`config.mk`:
```
export PLATFORM = sky130hd
export DESIGN_NAME = pc_stack_unit
export DESIGN_NICKNAME = d
export VERILOG_FILES = /design/src/rtl/pcu_pkg.sv /design/src/rtl/pcu_ctrl.sv /design/src/rtl/pcu_datapath.sv /design/src/rtl/pc_stack_unit.sv
export SDC_FILE = /design/constraint.sdc
export NUM_CORES = 1
export LEC_CHECK = 0
export ABC_AREA = 1
export BUFFER_PORTS_ARGS = -buffer_cell sky130_fd_sc_hd__buf_2
export CAP_MARGIN = 5
export CORE_MARGIN = 8
export CORE_UTILIZATION = 32
export CTS_CLUSTER_SIZE = 16
export DETAILED_ROUTE_END_ITERATION = 12
export MAX_ROUTING_LAYER = met4
export PLACE_DENSITY = 0.53
export SLEW_MARGIN = 25
export SYNTH_ARGS = -nofsm -noshare
export SYNTH_HDL_FRONTEND = slang
export SYNTH_SLANG_ARGS = --single-unit
```
`constraint.sdc`:
```
create_clock -name clk -period 5.83 [get_ports clk]
set_input_delay 1.166 -clock clk [delete_from_list [all_inputs] [get_ports clk]]
set_output_delay 1.166 -clock clk [all_outputs]
set_load 0.005 [all_outputs]
```
`src/rtl/pcu_pkg.sv`:
```
package pcu_pkg;

  typedef enum logic [2:0] {
    CMD_HOLD   = 3'd0,
    CMD_STEP   = 3'd1,
    CMD_JUMP   = 3'd2,
    CMD_CALL   = 3'd3,
    CMD_RET    = 3'd4,
    CMD_RETIE  = 3'd5,
    CMD_RETLIT = 3'd6,
    CMD_IRQ    = 3'd7
  } pcCmdE;

  // strobes from control to datapath
  typedef struct packed {
    logic incr;    // load pc+1
    logic load;    // load external target
    logic vector;  // load interrupt vector
    logic push;    // save pc+1 on stack
    logic pop;     // restore pc from stack
  } pcStrobeT;

endpackage

```
`src/rtl/pcu_ctrl.sv`:
```
module pcu_ctrl
  import pcu_pkg::*;
#(
  parameter int unsigned LIT_W = 8
) (
  input  logic             clk,
  input  logic             rstN,
  input  logic [2:0]       cmd,
  input  logic [LIT_W-1:0] literal,
  output pcStrobeT         strobes,
  output logic             gieSet,
  output logic             wValid,
  output logic [LIT_W-1:0] wData
);

  pcCmdE cmdE;
  assign cmdE = pcCmdE'(cmd);

  always_comb begin
    strobes = '0;
    unique case (cmdE)
      CMD_HOLD:   ;
      CMD_STEP:   strobes.incr = 1'b1;
      CMD_JUMP:   strobes.load = 1'b1;
      CMD_CALL:   begin strobes.load = 1'b1;   strobes.push = 1'b1; end
      CMD_IRQ:    begin strobes.vector = 1'b1; strobes.push = 1'b1; end
      CMD_RET,
      CMD_RETIE,
      CMD_RETLIT: strobes.pop = 1'b1;
      default:    ;
    endcase
  end

  always_ff @(posedge clk or negedge rstN) begin
    if (!rstN) begin
      gieSet <= 1'b0;
      wValid <= 1'b0;
      wData  <= '0;
    end else begin
      gieSet <= (cmdE == CMD_RETIE);
      wValid <= (cmdE == CMD_RETLIT);
      wData  <= (cmdE == CMD_RETLIT) ? literal : '0;
    end
  end


  gie_only_chk: assert property (@(posedge clk) disable iff (!rstN)
    (cmdE != CMD_RETIE) |=> !gieSet);


  lit_only_chk: assert property (@(posedge clk) disable iff (!rstN)
    (cmdE != CMD_RETLIT) |=> (!wValid && wData == '0));


  retie_pop_chk: assert property (@(posedge clk) disable iff (!rstN)
    (cmdE == CMD_RETIE) |-> (strobes.pop && !strobes.push));

endmodule

```
`src/rtl/pcu_datapath.sv`:
```
module pcu_datapath
  import pcu_pkg::*;
#(
  parameter int unsigned PC_W      = 13,
  parameter int unsigned IMPL_W    = 11,
  parameter int unsigned DEPTH     = 8,
  parameter logic [PC_W-1:0] RESET_VEC = '0,
  parameter logic [PC_W-1:0] IRQ_VEC   = PC_W'(4)
) (
  input  logic              clk,
  input  logic              rstN,
  input  pcStrobeT          strobes,
  input  logic [PC_W-1:0]   target,
  output logic [PC_W-1:0]   pcQ,
  output logic [IMPL_W-1:0] fetchAddr
);

  localparam int unsigned SP_W = $clog2(DEPTH);

  logic [PC_W-1:0] slot [DEPTH];
  logic [SP_W-1:0] sp;       // next free slot
  logic [SP_W-1:0] topIdx;
  logic [PC_W-1:0] pcPlus1;
  logic [PC_W-1:0] pcNext;

  assign pcPlus1   = pcQ + 1'b1;
  assign topIdx    = sp - 1'b1;
  assign fetchAddr = pcQ[IMPL_W-1:0];

  always_comb begin
    if (strobes.pop)         pcNext = slot[topIdx];
    else if (strobes.vector) pcNext = IRQ_VEC;
    else if (strobes.load)   pcNext = target;
    else if (strobes.incr)   pcNext = pcPlus1;
    else                     pcNext = pcQ;
  end

  always_ff @(posedge clk or negedge rstN) begin
    if (!rstN) pcQ <= RESET_VEC;
    else       pcQ <= pcNext;
  end

  always_ff @(posedge clk or negedge rstN) begin
    if (!rstN) begin
      sp <= '0;
      for (int i = 0; i < int'(DEPTH); i++) slot[i] <= '0;
    end else if (strobes.push) begin
      slot[sp] <= pcPlus1;
      sp       <= sp + 1'b1;
    end else if (strobes.pop) begin
      sp <= topIdx;
    end
  end


  step_inc_chk: assert property (@(posedge clk) disable iff (!rstN)
    (strobes == pcStrobeT'(5'b10000)) |=> (pcQ == $past(pcQ) + 1'b1));


  vec_load_chk: assert property (@(posedge clk) disable iff (!rstN)
    strobes.vector |=> (pcQ == IRQ_VEC));


  hold_chk: assert property (@(posedge clk) disable iff (!rstN)
    (strobes == '0) |=> ($stable(pcQ) && $stable(sp)));


  push_ptr_chk: assert property (@(posedge clk) disable iff (!rstN)
    strobes.push |=> (sp == $past(sp) + 1'b1));


  pop_ptr_chk: assert property (@(posedge clk) disable iff (!rstN)
    (strobes.pop && !strobes.push) |=> (sp == $past(sp) - 1'b1));

endmodule

```
`src/rtl/pc_stack_unit.sv`:
```
module pc_stack_unit
  import pcu_pkg::*;
#(
  parameter int unsigned PC_W   = 13,
  parameter int unsigned IMPL_W = 11,
  parameter int unsigned DEPTH  = 8,
  parameter int unsigned LIT_W  = 8
) (
  input  logic              clk,
  input  logic              rstN,
  input  logic [2:0]        cmd,
  input  logic [PC_W-1:0]   target,
  input  logic [LIT_W-1:0]  literal,
  output logic [PC_W-1:0]   pc,
  output logic [IMPL_W-1:0] fetchAddr,
  output logic              gieSet,
  output logic              wValid,
  output logic [LIT_W-1:0]  wData
);

  pcStrobeT strobes;

  pcu_ctrl #(.LIT_W(LIT_W)) u_ctrl (
    .clk(clk), .rstN(rstN), .cmd(cmd), .literal(literal),
    .strobes(strobes), .gieSet(gieSet), .wValid(wValid), .wData(wData)
  );

  pcu_datapath #(.PC_W(PC_W), .IMPL_W(IMPL_W), .DEPTH(DEPTH)) u_dp (
    .clk(clk), .rstN(rstN), .strobes(strobes), .target(target),
    .pcQ(pc), .fetchAddr(fetchAddr)
  );

endmodule

```
# After elaboration in Yosys (flattened, before gate mapping)
# Index checks and enable logic that the tools add are counted.
# W data, S select, Z words.
dict set report totals {
  register_bits 130
  in_bits 26
  output_inout_bits 34
  wordCells 52
}
dict set report classes {
  n_addsub 3
  n_lt_le_gt_ge 3
  eq_ne 7
  muxes 18
  n_bitwise 2
  n_reduce_logical 6
}
# operator n
set op_table {}
lappend op_table {{$bwmux W104} 1}
lappend op_table {{$mux W13} 7}
lappend op_table {{$bmux W13 S3} 1}
lappend op_table {{$demux W13 S3} 1}
lappend op_table {{$add A13 B1 Y13 const B} 1}
lappend op_table {{$eq A3 B3 Y1 const B} 4}
lappend op_table {{$ge A4 B4 Y1 const B} 2}
lappend op_table {{$mux W8} 1}
lappend op_table {{$not A3 Y4} 2}
lappend op_table {{$eq A3 B2 Y1 const B} 2}
lappend op_table {{$mux W3} 2}
lappend op_table {{$mux W1} 5}
lappend op_table {{$lt A4 B1 Y1 const B} 1}
lappend op_table {{$reduce_bool A4 Y1} 1}
lappend op_table {{$reduce_or A2 Y1} 2}
lappend op_table {{$add A3 B1 Y3 const B} 1}
lappend op_table {{$eq A3 B1 Y1 const B} 1}
lappend op_table {{$reduce_or A3 Y1} 1}
lappend op_table {{$sub A3 B1 Y3 const B} 1}
lappend op_table {{$reduce_bool A2 Y1} 1}
lappend op_table {{$logic_and A1 B1 Y1} 1}

# Longest topological paths before layout
dict set report depth {
  word_depth 6
  mapped_depth 12
  depth_no_buf 11
}

# By module
# Synthesis repeated with hierarchy kept, for this count alone.
dict set report unflattened {
  cells_unflattened 832
  area_unflattened_um2 6617.6
}
# module n_inst cells_each area_each_um2 seq_area_each_um2
set by_module_without_submodules {}
lappend by_module_without_submodules {pcu_datapath 1 793 6244.7 3002.9}
lappend by_module_without_submodules {pcu_ctrl 1 39 372.9 250.2}

# Least setup slack after synthesis
# OpenSTA, ideal clock, no wires.
dict set report synth_timing {
  path_type {input to register}
  startpoint {in cmd[1]}
  endpoint {reg u_dp.pcQ[1]}
  setup_time_ns 0.113
  t_arrival_ns 2.141
  t_required_ns 5.717
  setup_slack_ns 3.576
  stages 7
  n_path_buf 2
  path_cell_list {buf_4 nor2_4 nand2_1 buf_2 or2_2 nand2_1 inv_1}
}
dict set report synth_between {
  elab_chain_cells 6
  elab_cells_between_ends 17
  classes_between {7 x eq/ne; 7 x mux; 3 x reduce/logical}
}
# element line
set synth_lines {}
lappend synth_lines {{start, declared} pc_stack_unit.sv:11} ;# input logic [2:0] cmd,
lappend synth_lines {{$eq A3 B2 Y1} pcu_ctrl.sv:21} ;# unique case (cmdE)
lappend synth_lines {{$reduce_or A2 Y1 (no source line)} --}
lappend synth_lines {{$mux W1} pcu_ctrl.sv:21}
lappend synth_lines {{$mux W13} pcu_datapath.sv:33} ;# else if (strobes.load) pcNext = target;
lappend synth_lines {{$mux W13} pcu_datapath.sv:32} ;# else if (strobes.vector) pcNext = IRQ_VEC;
lappend synth_lines {{$mux W13} pcu_datapath.sv:31} ;# if (strobes.pop) pcNext = slot[topIdx];
lappend synth_lines {{end signal, assigned} pcu_datapath.sv:40} ;# else pcQ <= pcNext;
lappend synth_lines {{end, declared} pcu_datapath.sv:14} ;# output logic [PC_W-1:0] pcQ,
# Several ways; a longest one is shown, not always the timed one.
# A chain may end at the register's enable or synchronous reset.

# Worst setup path in the final report
dict set report layout_timing {
  startpoint {in cmd[1]}
  endpoint {reg u_dp.slot[100] (netlist bit)}
}
dict set report layout_between {
  elab_chain_cells 3
  elab_cells_between_ends 4
  classes_between {2 x eq/ne; 1 x mux; 1 x reduce/logical}
}
# element line
set layout_lines {}
lappend layout_lines {{$eq A3 B2 Y1 or $eq A3 B3 Y1 (tied branches)} pcu_ctrl.sv:21}
lappend layout_lines {{$reduce_or A2 Y1 (no source line) *} --}
lappend layout_lines {{$mux W1 *} pcu_ctrl.sv:21}
lappend layout_lines {{end signal, assigned by index} pcu_datapath.sv:48} ;# slot[sp] <= pcPlus1;
lappend layout_lines {{end, declared} pcu_datapath.sv:20} ;# logic [PC_W-1:0] slot [DEPTH];
# Mark *: on every way between the ends. The rest lies on a longest branch, timed or not.

==> results.cfg <==
[power]
power_w = 0.00441
p_per_area_mw_per_mm2 = 581
vdd_drop_max_mv = 0.393
power.leakage_nw = 3.89

[floorplan]
pin_count = 60
start_util_pct = 32.6
core_area_mm2 = 0.0202
fp.dieH_um = 160
die_width_um = 160
fp-row-count = 52
die_area_mm2 = 0.0255

[yosys]
syn_area_mm2 = 0.00660
synth_nets = 911
ys.warnings.count = 0
synth.area.mux_share_pct = 0
synthXorXnorAreaFrac_pct = 0.398
synth_fa_ha_area_share_pct = 0.569
synthTopCellsByArea = dfrtp_1 (49%), nand2_1 (17%), inv_1 (6.3%), o21ai_0 (5.0%), nand3_1 (4.6%)
ys_seq_area_share_pct = 49.3
synth_top_family_by_area = simple AND/OR/NAND/NOR gates
synth_area_per_cell_um2 = 7.48
synth-compound-area-share_pct = 11.6
ys_seq_elements = 130
synthCells = 882
synth_cell_type_count = 29
synth_largest_area_cell = dfrtp_1
synth-simple-area-share_pct = 27.5
netlist.area_leader.share_pct = 49.3

[clock_network]
cts_setup_buffers = 0
cts_resized = 0
cts_tree = done
clockBufferDepth = 2
insertion_delay_ns = 0.44
clk_pin_slew_ns = 0.06
clock_sinks = 130
hold_buffers = 0
root_buffer = clkbuf_16
cts_buffers = 17
htree_levels = 4

[worst_setup_path]
r2r.worst_path.cells = 9
cp.depth = 8
worstPathRequired_ns = 6.11
max_stage_delay_ns = 0.39
regToRegSetupSlack_ns = 3.56
end_kind = flip-flop
cp.arrival_ns = 2.71
critPathLaunchType = primary input
rr_startpoint = u_dp.sp[1]$_DFFE_PN0P_
worstPathCellList = buf_2, nand2_4, nor2_2, inv_2, nor2_4, inv_1, nand2_1, o21ai_0
crit_family = buffers and inverters
path_max_fanout = 20
cpMaxStageDelayCell = inv_1
path_buf_inv = 3
worstSetupPathType = in -> reg
reg2reg_to = u_dp.pcQ[5]$_DFFE_PN0P_

[final_layout]
layout_commonest_cell = nand2_1
final_nets = 946
mostFrequentLayoutCells = nand2_1 (293), dfrtp_1 (129), inv_1 (110)
diodes = 0
fin_util_pct = 37.6
syn_to_final_growth_pct = 15.2
register_area_mm2 = 0.00325
drive_gt1_share_pct = 13.7
multi_input_area_mm2 = 0.00264
fillers = 2147

[timing]
finalMaxSlewViolations = 0
relSlewSlack_pct = 31.6
setup_viol = 0
skew_ns = 0.0138
tightest_slew_ns = 1.02
final.period_utilization_pct = 41.6
rsz0062_at_grt = no
timing.setup.tns_ns = 0
worst_slack_ns = 3.40
hold_violations = 0
period_minus_slack_ns = 2.43
fmax_ghz = 0.412

[global_routing]
grt_pass1_vias = 5418
antenna_found_initial = 0
use_met3_pct = 3.41
grtUsageMet1_pct = 20.0
track_usage_pct = 16.0
grt-busiest-layer = met2
grt_max_degree = 101
grt_pass1_wl_um = 31000
overflow = 0
met2_usage_pct = 25.7

[worst_hold_path]
min_to = u_dp.slot[54]$_DFFE_PN0P_
hold_class = reg -> reg
min_from = u_dp.slot[54]$_DFFE_PN0P_
worstHoldPathCells = 2

[placed_design]
io_buffers = 59
gp_congestion = 0.817
dp_hpwl_um = 12500
pre_cts_slack_ns = 2.95

[job]
maxCapViolCount = 0

[routing]
first_pass_iters = 6
wl_per_cell_um = 15.9
drc_errors = 0
viasPerCell = 4.65
vias = 5585
drt_iter0_drc = 357
postRouteAntennaNets = 0
wl_um = 19100

[run_status]
status = complete, no violations
[synth_stat cells]
master    instances
nand3_1          60
nand2_4           1
nand3b_1          4
nor3_1            1
inv_1           110
nor2_1           46
buf_2            14
nor2_2            6
nand2_1         293
dfrtp_1         130
nor3_2            1
nand4_1           5
a31o_2            1
buf_4            13
o21ai_0          66
o21bai_1          1
xor2_1            1
a21oi_1          21
xnor2_1           2
o211ai_1          4
or2_2             1
nor2_4            9
o21ai_1          54
clkbuf_1         20
inv_2            12
o221ai_1          1
and2_0            1
o31ai_1           1
ha_1              3
[cells by family (layout without fill, tap and decap cells)]
kind of cell    count (synthesis)  after routing
simple gates                  428            428
buf+inv                       169            217
compound gates                149            149
flops                         130            130
fa+ha+maj                       3              3
xor+xnor                        3              3
[power by group]
group | total (W) | internal (W) | switching [W]
registers | 0.00156 | 0.00130 | 0.000259
clock network | 0.00104 | 0.000603 | 0.000439
logic | 0.00182 | 0.000578 | 0.00124
total | 0.00441 | 0.00248 | 0.00194
[metrics by stage]
step | cell area, µm² | std cells | hold WS, ns
after floorplan | 6600 | 882 | 0.453
after global placement | 7030 | 1168 | 0.466
after detailed placement | 7030 | 1168 | 0.473
after CTS | 7600 | 1200 | 0.488
after global routing | 7600 | 1200 | 0.506
final | 7600 | 1200 | 0.486
[flip-flops by register name, summed over array words and instances (netlist names)]
name	cells
u_dp.slot	104
u_dp.pcQ	13
u_ctrl.wData	8
u_dp.sp	3
u_ctrl.gieSet	1
u_ctrl.wValid	1
[how the worst max path moves through the flow]
| stage | start | endpoint | slack (ns) |
|---|---|---|---|
| 3_5_place_dp | cmd[1] | u_dp.slot[98]$_DFFE_PN0P_ | 2.95 |
| 6_report | cmd[1] | u_dp.slot[100]$_DFFE_PN0P_ | 3.40 |
| 3_3_place_gp | cmd[1] | u_dp.slot[100]$_DFFE_PN0P_ | 2.98 |
| 5_1_grt | cmd[1] | u_dp.pcQ[1]$_DFFE_PN0P_ | 3.24 |
| 4_1_cts | cmd[1] | u_dp.slot[100]$_DFFE_PN0P_ | 3.41 |
| 2_1_floorplan | cmd[1] | u_dp.pcQ[1]$_DFFE_PN0P_ | 3.58 |
[layer usage]
metal,share of wire [%],up-vias
met5,0,-
met4,1.3,0
met3,4.2,20
met2,49,108
met1,46,2642
li1,-,2815
[worst register-to-register path: stages, from the launching register on]
cell and delay (ns):
dfrtp_1 0.42, inv_1 0.11, ha_1 0.30, inv_1 0.75, nand3_1 0.16, nand2_1 0.16
nand2_1 0.08, nand3b_1 0.12, nor2_1 0.05, nor2_1 0.08
[layout make-up]
| type | count | share of cell area (%) |
|---|---|---|
| clock inverters | 14 | 1.75 |
| inverters | 122 | 6.03 |
| repair buffers | 63 | 4.40 |
| multi-input cells | 583 | 34.8 |
| clock buffers | 18 | 5.78 |
| flip-flops and latches | 130 | 42.8 |
| well taps | 270 | 4.45 |
(Power assumes the default switching activity.)
